`src/rtl/serial_rx_pkg.sv`:
```
package serial_rx_pkg;

  typedef enum logic [2:0] {
    S_OFF,
    S_HUNT,
    S_START,
    S_DATA,
    S_PAR,
    S_STOP,
    S_RESYNC,
    S_BRKWAIT
  } rxState_t;

  typedef struct packed {
    logic clearShift;
    logic takeBit;
    logic takeParity;
    logic pushOk;
    logic pushFrm;
    logic pushBrk;
  } rxStrobe_t;

endpackage

```
`src/rtl/serial_rx_sync.sv`:
```
module serial_rx_sync #(
  parameter int STAGES = 2
) (
  input  logic clk,
  input  logic rstN,
  input  logic lineIn,
  output logic lineS
);

  logic [STAGES-1:0] chain;

  always_ff @(posedge clk or negedge rstN) begin
    if (!rstN) chain <= '1;
    else       chain <= {chain[STAGES-2:0], lineIn};
  end

  assign lineS = chain[STAGES-1];

endmodule

```
`src/rtl/serial_rx_ctrl.sv`:
```
module serial_rx_ctrl
  import serial_rx_pkg::*;
#(
  parameter int OSR    = 16,
  parameter int DW     = 8,
  parameter int BRK_HI = 2
) (
  input  logic                   clk,
  input  logic                   rstN,
  input  logic                   sampleTick,
  input  logic                   lineS,
  input  logic                   cmdEnable,
  input  logic                   cmdDisable,
  input  logic                   cmdReset,
  input  logic [1:0]             dataBits,
  input  logic                   parityEn,
  input  logic                   dataZero,
  output rxStrobe_t              strobe,
  output logic [$clog2(DW)-1:0]  bitIdx
);

  localparam int CW       = $clog2(OSR);
  localparam int IW       = $clog2(DW);
  localparam int HW       = $clog2(BRK_HI + 1);
  localparam int MIN_BITS = 5;

  rxState_t        state, stateNxt;
  logic [CW-1:0]   cnt, cntNxt;
  logic [IW-1:0]   idxNxt;
  logic [HW-1:0]   hiCnt, hiNxt;
  logic            lastLine;
  logic [IW-1:0]   lastIdx;
  logic            midHit, fullHit, cmdStop;

  assign lastIdx = IW'(dataBits) + IW'(MIN_BITS - 1);
  assign midHit  = (cnt == CW'(OSR / 2 - 1));
  assign fullHit = (cnt == CW'(OSR - 1));
  assign cmdStop = cmdReset || cmdDisable;

  always_comb begin
    stateNxt = state;
    cntNxt   = cnt;
    idxNxt   = bitIdx;
    hiNxt    = hiCnt;
    strobe   = '0;
    if (sampleTick) begin
      unique case (state)
        S_HUNT: begin
          if (lastLine && !lineS) begin
            stateNxt          = S_START;
            cntNxt            = '0;
            strobe.clearShift = 1'b1;
          end
        end
        S_START: begin
          if (midHit) begin
            cntNxt = '0;
            idxNxt = '0;
            stateNxt = lineS ? S_HUNT : S_DATA;
          end else cntNxt = cnt + 1'b1;
        end
        S_DATA: begin
          if (fullHit) begin
            strobe.takeBit = 1'b1;
            cntNxt         = '0;
            if (bitIdx == lastIdx) stateNxt = parityEn ? S_PAR : S_STOP;
            else                   idxNxt   = bitIdx + 1'b1;
          end else cntNxt = cnt + 1'b1;
        end
        S_PAR: begin
          if (fullHit) begin
            strobe.takeParity = 1'b1;
            cntNxt            = '0;
            stateNxt          = S_STOP;
          end else cntNxt = cnt + 1'b1;
        end
        S_STOP: begin
          if (fullHit) begin
            cntNxt = '0;
            if (lineS) begin
              strobe.pushOk = 1'b1;
              stateNxt      = S_HUNT;
            end else if (dataZero) begin
              strobe.pushBrk = 1'b1;
              hiNxt          = '0;
              stateNxt       = S_BRKWAIT;
            end else begin
              strobe.pushFrm = 1'b1;
              stateNxt       = S_RESYNC;
            end
          end else cntNxt = cnt + 1'b1;
        end
        S_RESYNC: begin
          if (midHit) begin
            cntNxt = '0;
            if (!lineS) begin
              stateNxt          = S_START;
              strobe.clearShift = 1'b1;
            end else stateNxt = S_HUNT;
          end else cntNxt = cnt + 1'b1;
        end
        S_BRKWAIT: begin
          if (lineS) begin
            if (hiCnt == HW'(BRK_HI - 1)) stateNxt = S_HUNT;
            else                          hiNxt    = hiCnt + 1'b1;
          end else hiNxt = '0;
        end
        default: ;
      endcase
    end
    if (cmdStop) begin
      stateNxt = S_OFF;
      strobe   = '0;
    end else if (cmdEnable && state == S_OFF) begin
      stateNxt = S_HUNT;
    end
  end

  always_ff @(posedge clk or negedge rstN) begin
    if (!rstN) begin
      state    <= S_OFF;
      cnt      <= '0;
      bitIdx   <= '0;
      hiCnt    <= '0;
      lastLine <= 1'b0;
    end else begin
      state  <= stateNxt;
      cnt    <= cntNxt;
      bitIdx <= idxNxt;
      hiCnt  <= hiNxt;
      if (sampleTick) lastLine <= lineS;
    end
  end

  // stop commands always land in the off state
  p_cmd_off_r10: assert property (@(posedge clk) disable iff (!rstN)
    cmdStop |=> state == S_OFF);

  // enable from off begins hunting
  p_enable_hunt_r1: assert property (@(posedge clk) disable iff (!rstN)
    (state == S_OFF && cmdEnable && !cmdStop) |=> state == S_HUNT);

  // bit index never exceeds configured length
  p_idx_range_r3: assert property (@(posedge clk) disable iff (!rstN)
    state == S_DATA |-> bitIdx <= lastIdx);

  // a low line keeps the break wait
  p_brk_hold_r8: assert property (@(posedge clk) disable iff (!rstN)
    (state == S_BRKWAIT && sampleTick && !lineS && !cmdStop) |=> state == S_BRKWAIT);

endmodule

```
`src/rtl/serial_rx_dpath.sv`:
```
module serial_rx_dpath
  import serial_rx_pkg::*;
#(
  parameter int DW = 8
) (
  input  logic                  clk,
  input  logic                  rstN,
  input  logic                  lineS,
  input  rxStrobe_t             strobe,
  input  logic [$clog2(DW)-1:0] bitIdx,
  input  logic [1:0]            dataBits,
  input  logic                  parityEn,
  input  logic                  parityOdd,
  output logic                  dataZero,
  output logic                  pushValid,
  output logic [DW-1:0]         pushData,
  output logic                  pushParErr,
  output logic                  pushFrmErr,
  output logic                  pushBreak
);

  logic [DW-1:0] shiftReg;
  logic          parBit;
  logic          parMismatch;
  logic          anyPush;

  assign dataZero    = (shiftReg == '0) && !(parityEn && parBit);
  assign parMismatch = parityEn && ((^shiftReg) ^ parBit ^ parityOdd);
  assign anyPush     = strobe.pushOk || strobe.pushFrm || strobe.pushBrk;

  always_ff @(posedge clk or negedge rstN) begin
    if (!rstN) begin
      shiftReg <= '0;
      parBit   <= 1'b0;
    end else begin
      if (strobe.clearShift) begin
        shiftReg <= '0;
        parBit   <= 1'b0;
      end
      if (strobe.takeBit)    shiftReg[bitIdx] <= lineS;
      if (strobe.takeParity) parBit           <= lineS;
    end
  end

  always_ff @(posedge clk or negedge rstN) begin
    if (!rstN) begin
      pushValid  <= 1'b0;
      pushData   <= '0;
      pushParErr <= 1'b0;
      pushFrmErr <= 1'b0;
      pushBreak  <= 1'b0;
    end else begin
      pushValid <= anyPush;
      if (anyPush) begin
        pushData   <= strobe.pushBrk ? '0 : shiftReg;
        pushParErr <= !strobe.pushBrk && parMismatch;
        pushFrmErr <= strobe.pushFrm;
        pushBreak  <= strobe.pushBrk;
      end
    end
  end

  // each character is a single-cycle push
  p_push_pulse_r9: assert property (@(posedge clk) disable iff (!rstN)
    pushValid |=> !pushValid);

  // break characters carry no other flag and zero data
  p_brk_clean_r7: assert property (@(posedge clk) disable iff (!rstN)
    (pushValid && pushBreak) |-> (pushData == '0 && !pushFrmErr && !pushParErr));

  // five-bit characters leave the upper byte bits clear
  p_upper_zero_r3: assert property (@(posedge clk) disable iff (!rstN)
    (pushValid && dataBits == 2'd0 && $stable(dataBits)) |-> pushData[DW-1:5] == '0);

  // parity flag stays low with parity off
  p_no_par_r4: assert property (@(posedge clk) disable iff (!rstN)
    (pushValid && !parityEn && $stable(parityEn)) |-> !pushParErr);

endmodule

```
`src/rtl/serial_rx_top.sv`:
```
module serial_rx_top
  import serial_rx_pkg::*;
#(
  parameter int OSR         = 16,
  parameter int BRK_HI      = 2,
  parameter int SYNC_STAGES = 2
) (
  input  logic       clk,
  input  logic       rstN,
  input  logic       sampleTick,
  input  logic       cmdEnable,
  input  logic       cmdDisable,
  input  logic       cmdReset,
  input  logic [1:0] dataBits,
  input  logic       parityEn,
  input  logic       parityOdd,
  input  logic       lineIn,
  output logic       pushValid,
  output logic [7:0] pushData,
  output logic       pushParErr,
  output logic       pushFrmErr,
  output logic       pushBreak
);

  localparam int DW = 8;
  localparam int IW = $clog2(DW);

  logic          lineS;
  logic          dataZero;
  rxStrobe_t     strobe;
  logic [IW-1:0] bitIdx;

  serial_rx_sync #(.STAGES(SYNC_STAGES)) u_sync (
    .clk    (clk),
    .rstN   (rstN),
    .lineIn (lineIn),
    .lineS  (lineS)
  );

  serial_rx_ctrl #(.OSR(OSR), .DW(DW), .BRK_HI(BRK_HI)) u_ctrl (
    .clk        (clk),
    .rstN       (rstN),
    .sampleTick (sampleTick),
    .lineS      (lineS),
    .cmdEnable  (cmdEnable),
    .cmdDisable (cmdDisable),
    .cmdReset   (cmdReset),
    .dataBits   (dataBits),
    .parityEn   (parityEn),
    .dataZero   (dataZero),
    .strobe     (strobe),
    .bitIdx     (bitIdx)
  );

  serial_rx_dpath #(.DW(DW)) u_dpath (
    .clk        (clk),
    .rstN       (rstN),
    .lineS      (lineS),
    .strobe     (strobe),
    .bitIdx     (bitIdx),
    .dataBits   (dataBits),
    .parityEn   (parityEn),
    .parityOdd  (parityOdd),
    .dataZero   (dataZero),
    .pushValid  (pushValid),
    .pushData   (pushData),
    .pushParErr (pushParErr),
    .pushFrmErr (pushFrmErr),
    .pushBreak  (pushBreak)
  );

endmodule

```
`config.mk`:
```
export PLATFORM = sky130hd
export DESIGN_NAME = serial_rx_top
export DESIGN_NICKNAME = d
export VERILOG_FILES = /design/src/rtl/serial_rx_pkg.sv /design/src/rtl/serial_rx_sync.sv /design/src/rtl/serial_rx_ctrl.sv /design/src/rtl/serial_rx_dpath.sv /design/src/rtl/serial_rx_top.sv
export SDC_FILE = /design/constraint.sdc
export NUM_CORES = 1
export LEC_CHECK = 0
export BUFFER_PORTS_ARGS = -buffer_cell sky130_fd_sc_hd__buf_2
export CORE_UTILIZATION = 52
export DETAILED_ROUTE_END_ITERATION = 10
export PLACE_DENSITY = 0.86
export REMOVE_ABC_BUFFERS = 1
export SETUP_SLACK_MARGIN = 0.15
export SYNTH_ARGS = -nofsm -noshare
export SYNTH_HDL_FRONTEND = slang
export SYNTH_SLANG_ARGS = --single-unit
```
`constraint.sdc`:
```
create_clock -name clk -period 1.9 [get_ports clk]
set_clock_uncertainty 0.05 [all_clocks]
set_input_delay 0.095 -clock clk [delete_from_list [all_inputs] [get_ports clk]]
set_output_delay 0.095 -clock clk [all_outputs]
set_load 0.1 [all_outputs]
```
* Word-level counts from Yosys, hierarchy flattened *
Index checks and enable logic that the tools add are counted.

word-level totals
  flip-flop bits (word level) = 36

cells by class
  add/subtract/negate cells = 4
  order comparisons = 2
  bitwise logic cells = 2
  equal/unequal tests = 28
  muxes and demuxes = 55
  reductions and logical operators = 28

operators with widths
  kind                number
  $mux 3              18
  $ne 4x1->1 const B  8
  $mux 8              3
  $pmux 3 s7          1
  $mux 2              8
  $mux 1              14
  $eq 3x3->1 const B  4
  $mux 4              3
  $mux 6              2
  $pmux 4 s3          1
  $reduce_and 11->1   1
  $reduce_bool 9->1   1
  $bwmux 8            1
  $logic_not 8->1     1
  $ne 2x1->1 const B  4
  $reduce_xor 8->1    1
  $logic_and 1x1->1   7
  $eq 3x2->1 const B  2
  $ne 2x2->1 const B  3
  $pmux 3 s2          1
  $reduce_and 6->1    1
  $reduce_bool 2->1   3
  $reduce_bool 3->1   2
  $reduce_and 5->1    1
  other kinds (23)    28

* Depth between registers and ports, before layout *
Gate-level depths: netlist of the first run.

  depth after elaboration = 12
  mapped depth = 7
  mapped depth without buffers = 7

* Hierarchy *
A second synthesis of the first run with hierarchy kept.

second synthesis, totals
  cells, all modules = 227
  area total of the unflattened synthesis = 2103.3 um^2

by module, submodules not included
  module           times used  area each (um^2)  seq. area each (um^2)  cells each
  serial_rx_ctrl   1           1027.2            325.3                  127
  serial_rx_dpath  1           1023.5            525.5                  98
  serial_rx_sync   1           52.6              52.6                   2

* Worst setup path before layout of the first run *
Ideal clock, no wire load.

  path type = flip-flop to flip-flop
  start = reg u_sync.chain[1]
  end = reg u_ctrl.state[1]
  clock period less this slack = 1.765 ns
  path slack = 0.135 ns
  required time = 1.723 ns
  data arrival time = 1.588 ns
  path buffers = 1
  cell stages (with the launch flop) = 7
  setup time = 0.127 ns
  cell sequence = dfstp_2 > clkbuf_1 > nand2b_1 > o22ai_1 > a211oi_1 > nand3_1 > mux2i_1

between the ends
  cells in the longest elaborated chain, start to end = 6

ends and longest elaborated chain
  element                               RTL line                                                          source
  from (decl)                           serial_rx_sync.sv:10                                              logic [STAGES-1:0] chain;
  from (signal assigned)                serial_rx_sync.sv:14                                              else chain <= {chain[STAGES-2:0], lineIn};
  $mux 2, or another cell as far along  serial_rx_ctrl.sv:96                                              if (!lineS) begin
  $mux 3, on equally long branches      serial_rx_ctrl.sv:94, serial_rx_ctrl.sv:56, serial_rx_ctrl.sv:78
  $pmux 3 s7                            serial_rx_ctrl.sv:47                                              unique case (state)
  $mux 3                                serial_rx_ctrl.sv:46                                              if (sampleTick) begin
  $mux 3                                serial_rx_ctrl.sv:114                                             end else if (cmdEnable && state == S_OFF) begin
  $mux 3                                serial_rx_ctrl.sv:111                                             if (cmdStop) begin
  to (signal assigned)                  serial_rx_ctrl.sv:127                                             state <= stateNxt;
  to (decl)                             serial_rx_ctrl.sv:27                                              rxState_t state, stateNxt;

Several ways; a longest one is shown, not always the timed one. The select of a mux whose other input is x is not followed.
A chain may end at the register's enable or synchronous reset.

* Worst setup path in the final report of the first run *
  start = reg u_dpath.shiftReg[6]
  end = reg u_ctrl.hiCnt[1]

between the ends
  cells in the longest elaborated chain, start to end = 4

ends and longest elaborated chain
  element                            RTL line               source
  from (decl)                        serial_rx_dpath.sv:22  logic [DW-1:0] shiftReg;
  from (signal, indexed assignment)  serial_rx_dpath.sv:40  if (strobe.takeBit) shiftReg[bitIdx] <= lineS;
  $logic_not 8->1                    serial_rx_dpath.sv:27  assign dataZero = (shiftReg == '0) && !(parityEn && parBit);
  $logic_and 1x1->1                  serial_rx_dpath.sv:27
  $ne 2x2->1 (no source line)        -
  $reduce_and 6->1 (no source line)  -
  to (signal assigned)               serial_rx_ctrl.sv:130  hiCnt <= hiNxt;
  to (decl)                          serial_rx_ctrl.sv:30   logic [HW-1:0] hiCnt, hiNxt;

No other way between the ends.

==> impl_results.md, run 1 <==
* Clock tree buffer depth at 2
* Routed wire length at 4.71 mm
* Slowest stage delay, CP at roughly 400 ps
* Minimum clock period at 1810 ps
* Vias per std cell at between 5 and 6
* Hold Crit Class: in -> reg
* Worst setup EP type: register
* First-pass GRT wire length at 7.77 mm
* # fillers at about 270
* Setup crit start: u_dpath.shiftReg[6]
* Period utilization at 95.3%
* Outcome: finished with violations
* Syn. warnings at 0
* Reg2reg start: u_dpath.shiftReg[6]
* I/O pin count at 23
* Synth Flop Type: dfrtp_1
* Multi-input logic area at 0.00107 mm^2
* Post-synthesis instance total at between 200 and 250
* Core area at 0.00369 mm^2
* Worst Setup Path Type: reg -> reg
* Measured slew at the worst slew-check pin at 795 ps
* Area of the die at 0.00416 mm^2
* Register Area at 907 um^2
* Number of synthesized flops with an enable pin at 0
* Max Freq at 552 MHz
* Ratio of cells with drive above 1 in the final layout at 29.9%
* Sequential fraction of the synthesis area at 44.5%
* Maximum VDD drop at roughly 0.36 mV
* Syn Area/Cell at 9.44 um^2
* Starting Density at 55.0%
* Crit-path most repeated cell: nand4_1
* Final hold slack at 64.6 ps
* CP startpoint kind: register
* Worst endpoint required time at 2030 ps
* First-pass DRT Iterations at 7
* DR iter-0 viols at between 100 and 150
* Cell Pwr Density at 642 mW/mm^2
* CP max FO at 3
* Gp weighted congestion at 0.839
* DP HPWL at roughly 2.9 mm
* Max-Slew Margin vs Limit at ~47%
* # nets final at 278
* Worst slack, placed at 37.5 ps
* Row cnt at 22
* Max_cap viols at 0
* FFs w/ async S/R, synth at 100%
* Die W at 64.5 um
* CTS tree: done
* ANT nets after route at 0
* CTS Sinks at 36
* Final Hold Fails at 0
* Worst Path Arrival at 1940 ps
* Util after Layout at ~69%
* Wire per inst at 15.3 um
* Chip height at 64.5 um
* CP max stage cell: dfrtp_1
* Remaining global-route overflow at 0
* Final-report setup violation count at 0
* Worst R2R Setup Slack at about 90 ps
* Sum Neg Setup Slack at 0 ps
* Synthesis-to-layout area growth at 24.8%
* Fin worst setup slack at 89.8 ps
* Clock Latency Late Sink at 290 ps
* Residual DRC count at 1
* # diodes at 0
* Tot Pwr at ~1.6 mW
* Synthesized flop and latch total at 36
* RSZ-0062 raised after global routing: true
* Antenna violations before repair at 0
* Hold path startpoint: parityEn
* Clk root buf: clkbuf_8
* Routed vias at 1804
* Slew Viols, Final at 0
* Violated checks: design-rule violations
* Crit-path cells: inv_1, ha_1, nand4_1, a21o_1, o31ai_1, nand4_1, mux2_2
* Mapped cell area at around 0.0020 mm^2
* Global Route Usage Sum at 24.7%
* Synth cell types at between 40 and 50
* H-tree levels at 2
* Cts bufs inserted at 5
* Pin count of the biggest net entering global routing at 37
* Buffers on Ports at 22
* Worst-path clk slew at ~80 ps
* Vias in the first global route at approximately 1700
* Pleak at 1.18 nW
[critical path: cells and delay by family (launching register included)]
| kind | cells | cell delay [ps] |
|---|---|---|
| buffers and inverters | 1 | 60 |
| AND/OR/NAND/NOR | 2 | 310 |
| flip-flops | 1 | 400 |
| multiplexers | 1 | 320 |
| AO/OA/AOI/OAI | 2 | 410 |
| adder cells (fa/ha/maj) | 1 | 140 |
[per-layer routing]
metal | vias to the layer above | share of wire [%] | track usage, %
met1 | 868 | 43 | 31.1
met5 | - | 0 | 0
met3 | 11 | 5.6 | 5.46
met4 | 0 | 2.1 | 10.6
met2 | 65 | 49 | 40.8
li1 | 860 | - | -
[repair_timing]
action,CTS,global route
hold buffers,2,0
resized for setup,9,9
hold endpoints to repair,35,0
buffers inserted,10,6
endpoints found under the setup margin,25,29
pin swaps,3,4
cloned,1,0
[area by class of cell]
cell class,instances,area share (%)
flip-flops and latches,36,35.8
multi-input cells,153,42.3
clock inverters,2,1.38
inverters,15,2.22
well taps,48,2.37
clock buffers,6,2.87
repair buffers,49,13.0
[flip-flops by register name, summed over array words and instances, names as in the netlist, 2 cells and up]
name	cells
u_dpath.pushData	8
u_ctrl.bitIdx	3
u_sync.chain	2
u_ctrl.state	3
u_ctrl.cnt	4
u_ctrl.hiCnt	2
u_dpath.shiftReg	8
[worst paths after layout]
check,end,depth (start not counted)
max reg2reg,u_ctrl.hiCnt[1],7
min in group asynchronous,u_ctrl.state[1],2
max,u_ctrl.hiCnt[1],7
min,u_dpath.pushParErr,2
max in group asynchronous,u_ctrl.state[2],2
min reg2reg,u_sync.chain[1],0
[cell usage after synthesis (3+ instances only)]
cell / n / share of area, %
a22o_1: 9 / 3.9
buf_2: 3 / 0.74
clkbuf_1: 5 / 0.92
dfrtp_1: 34 / 42
ha_1: 7 / 4.3
inv_1: 15 / 2.8
mux2_2: 4 / 2.2
mux2i_1: 3 / 1.5
nand2_1: 21 / 3.9
nand3_1: 21 / 5.2
nand4_1: 8 / 2.5
nor2_1: 10 / 1.8
nor2b_1: 4 / 1.2
nor3_1: 3 / 0.74
o21ai_0: 19 / 4.7
xnor2_1: 6 / 2.6
[power breakdown]
part	internal, mW	switching, mW
combinational	0.0749	0.0942
clock	0.389	0.274
sequential	0.780	0.0139
total	1.24	0.382
[placed cells by master, fill, tap and decap left out, types with 3 or more instances in the layout]
master,count
a22o_1,9
inv_1,15
nand2_1,20
mux2_2,4
o21ai_0,19
nand3_1,19
nand4_1,8
buf_4,21
dfrtp_2,3
dfrtp_1,31
clkbuf_8,5
ha_1,6
nor3_1,3
nor2b_1,4
mux2i_1,3
nor2_1,10
xnor2_1,6
buf_2,23
[stage by stage]
stage / instance area [um^2] / std cells
after floorplan: 1970 / 203
after global placement: 2200 / 282
after detailed placement: 2200 / 282
after CTS: 2460 / 303
after global routing: 2530 / 309
final: 2530 / 309
[logic make-up after synthesis]
family,synth area share [%]
and+or+nand+nor,22.6
DFF,44.5
xor gates and xnor gates,3.45
AOI/OAI and AO/OA,15.5
adders and majority gates,4.32
muxes,3.70
buffers and inverters,5.92
No activity file was read; power rests on OpenSTA's default activity.
==> run 2: changes to the inputs <==
- CTS_CLUSTER_DIAMETER: not set -> 40
- PLACE_DENSITY: 0.86 -> 0.75
- TNS_END_PERCENT: not set -> 50
==> run 2 against run 1 <==
  * Critical path type unchanged
  * Clock power is 1% higher
  * Maximum frequency increased by 2.6%
  * Sequential power rose by 0.5%
  * Routed wire length down 1.1%
  * Largest cell class unchanged
  * Total power about the same
  * First-iteration DRC count fell by 14%
  * Die area stayed put
  * Critical path depth unchanged
  * Core utilization shrank 0.78 points
  * Flip-flop and latch count unchanged
  * Via count fell by 2.7%
  * The run now ends clean
  * Cell count fell by 0.97%
==> impl_results.md, run 2 (synthesized netlist as in run 1, its figures left out) <==
* Pin count of the biggest net entering global routing at 37
* Worst setup EP type: register
* Final Hold Fails at 0
* Cell Pwr Density at 650 mW/mm^2
* Starting Density at a little under three fifths
* DP Area at 0.00224 mm^2
* Row cnt at 22
* Final hold slack at 52.2 ps
* Worst Setup Path Type: reg -> reg
* Clk root buf: clkbuf_8
* RSZ-0062 raised after global routing: true
* Minimum clock period at about 1800 ps
* Residual DRC count at 0
* H-tree levels at 2
* Grt met3 use at 5.63%
* CP startpoint kind: register
* M2 GR Usage at 40.1%
* Clock tree buffer depth at 2
* Worst endpoint required time at 2020 ps
* Hold Crit Class: in -> reg
* I/O pin count at 23
* First-pass DRT Iterations at 4
* Wire per inst at 15.2 um
* Measured slew at the worst slew-check pin at 802 ps
* Max_cap viols at 0
* Chip height at ~64 um
* Synthesis-to-layout area growth at 23.4%
* CTS Sinks at 36
* Routed wire length at around 4.7 mm
* Buffers on Ports at 22
* Outcome: finished, final reports clean
* GR Util met1 at 28.5%
* # diodes at 0
* Final instance area at 0.00250 mm^2
* Commonest non-fill, non-tap cells in the layout: 31 x dfrtp_1, 22 x buf_2, 21 x nand2_1
* Vias per std cell at 5.74
* Ratio of cells with drive above 1 in the final layout at 29.1%
* Worst-path clk slew at 70 ps
* Pleak at 1.14 nW
* First-pass GRT wire length at between 7 and 8 mm
* DP HPWL at 3.02 mm
* CP max FO at 3
* ANT nets after route at 0
* # fillers at 304
* Fin cells at 306
* DP Cell Count at 287
* Commonest non-fill, non-tap cell in the layout: dfrtp_1
* Worst Path Arrival at 1890 ps
* Final-report setup violation count at 0
* Area of the die at 0.00416 mm^2
* Maximum VDD drop at 0.409 mV
* # nets final at 275
* DR iter-0 viols at 121
* Remaining global-route overflow at 0
* Top flop regs: u_dpath.pushData: 8 flops, u_dpath.shiftReg: 8 flops, u_ctrl.cnt: 4 flops
* Period utilization at 92.9%
* Die W at 64.5 um
* Clock Latency Late Sink at 290 ps
* Max Freq at 567 MHz
* Global Route Usage Sum at roughly a quarter
* Core area at 0.00369 mm^2
* Cts bufs inserted at 5
* Slew Viols, Final at 0
* Vias in the first global route at 1577
* CTS tree: done
* Max-Slew Margin vs Limit at 46.6%
* Antenna violations before repair at 0
* Routed vias at ~1800
* Gp weighted congestion at just under 0.9
* Most Used Layer, Global Route: met2
* Sum Neg Setup Slack at 0 ps
run 2: critical path, cell delays in order, from the launching register on:
cell and delay [ps]:
dfrtp_1 410, inv_1 70, ha_1 150, nand4_1 100, a21o_1 210, o31ai_1 210, nand4_1 160, mux2_2 300
run 2: final timing paths:
path | slack (ps) | from | to | cells past startpoint
hold reg to reg | 310 | u_sync.chain[0] | u_sync.chain[1] | 0
min in group asynchronous | 370 | rstN | u_dpath.pushFrmErr | 2
setup reg to reg | 140 | u_dpath.shiftReg[0] | u_ctrl.hiCnt[1] | 7
hold / removal | 50 | parityEn | u_dpath.pushParErr | 2
setup / recovery | 140 | u_dpath.shiftReg[0] | u_ctrl.hiCnt[1] | 7
max in group asynchronous | 870 | rstN | u_ctrl.state[1] | 2
run 2: stage by stage:
| stage | total power [mW] | setup WS (ps) | utilization (%) |
|---|---|---|---|
| final | 1.63 | 135 | 67.9 |
| after global routing | 1.68 | 49.9 | 67.9 |
| after CTS | 1.61 | 128 | 65.3 |
| after detailed placement | 0.943 | -9.07 | 60.8 |
| after global placement | 0.942 | 32.5 | 60.8 |
| after floorplan | 0.881 | 189 | - |
run 2: repair_timing:
| item | CTS | global route |
|---|---|---|
| pin swaps | 2 | 6 |
| gates resized for setup | 10 | 6 |
| endpoints found under the hold margin | 35 | 0 |
| cloned | 1 | 2 |
| setup buffers | 0 | 6 |
| hold buffers | 2 | 0 |
| endpoints found under the setup margin | 24 | 28 |
run 2: metal layers:
metal,up-vias,wire [um]
li1,854,-
met1,839,2000
met2,50,2360
met3,13,217
met4,0,89
met5,-,0
run 2: cell type report:
cell class / count / area, um^2 / share of cell area [%]
Timing Repair Buffer: 44 / 280 / 11.2
Inverter: 15 / 60.1 / 2.40
Multi-Input combinational cell: 155 / 1090 / 43.5
Sequential cell: 36 / 907 / 36.2
Clock buffer: 6 / 72.6 / 2.90
Clock inverter: 2 / 35.0 / 1.40
Tap cell: 48 / 60.1 / 2.40
run 2: where the power goes:
part	leakage [nW]	internal (mW)	switching, mW
combinational	0.607	0.0704	0.0880
sequential	0.483	0.780	0.0179
clock	0.0552	0.390	0.281
total	1.14	1.24	0.386
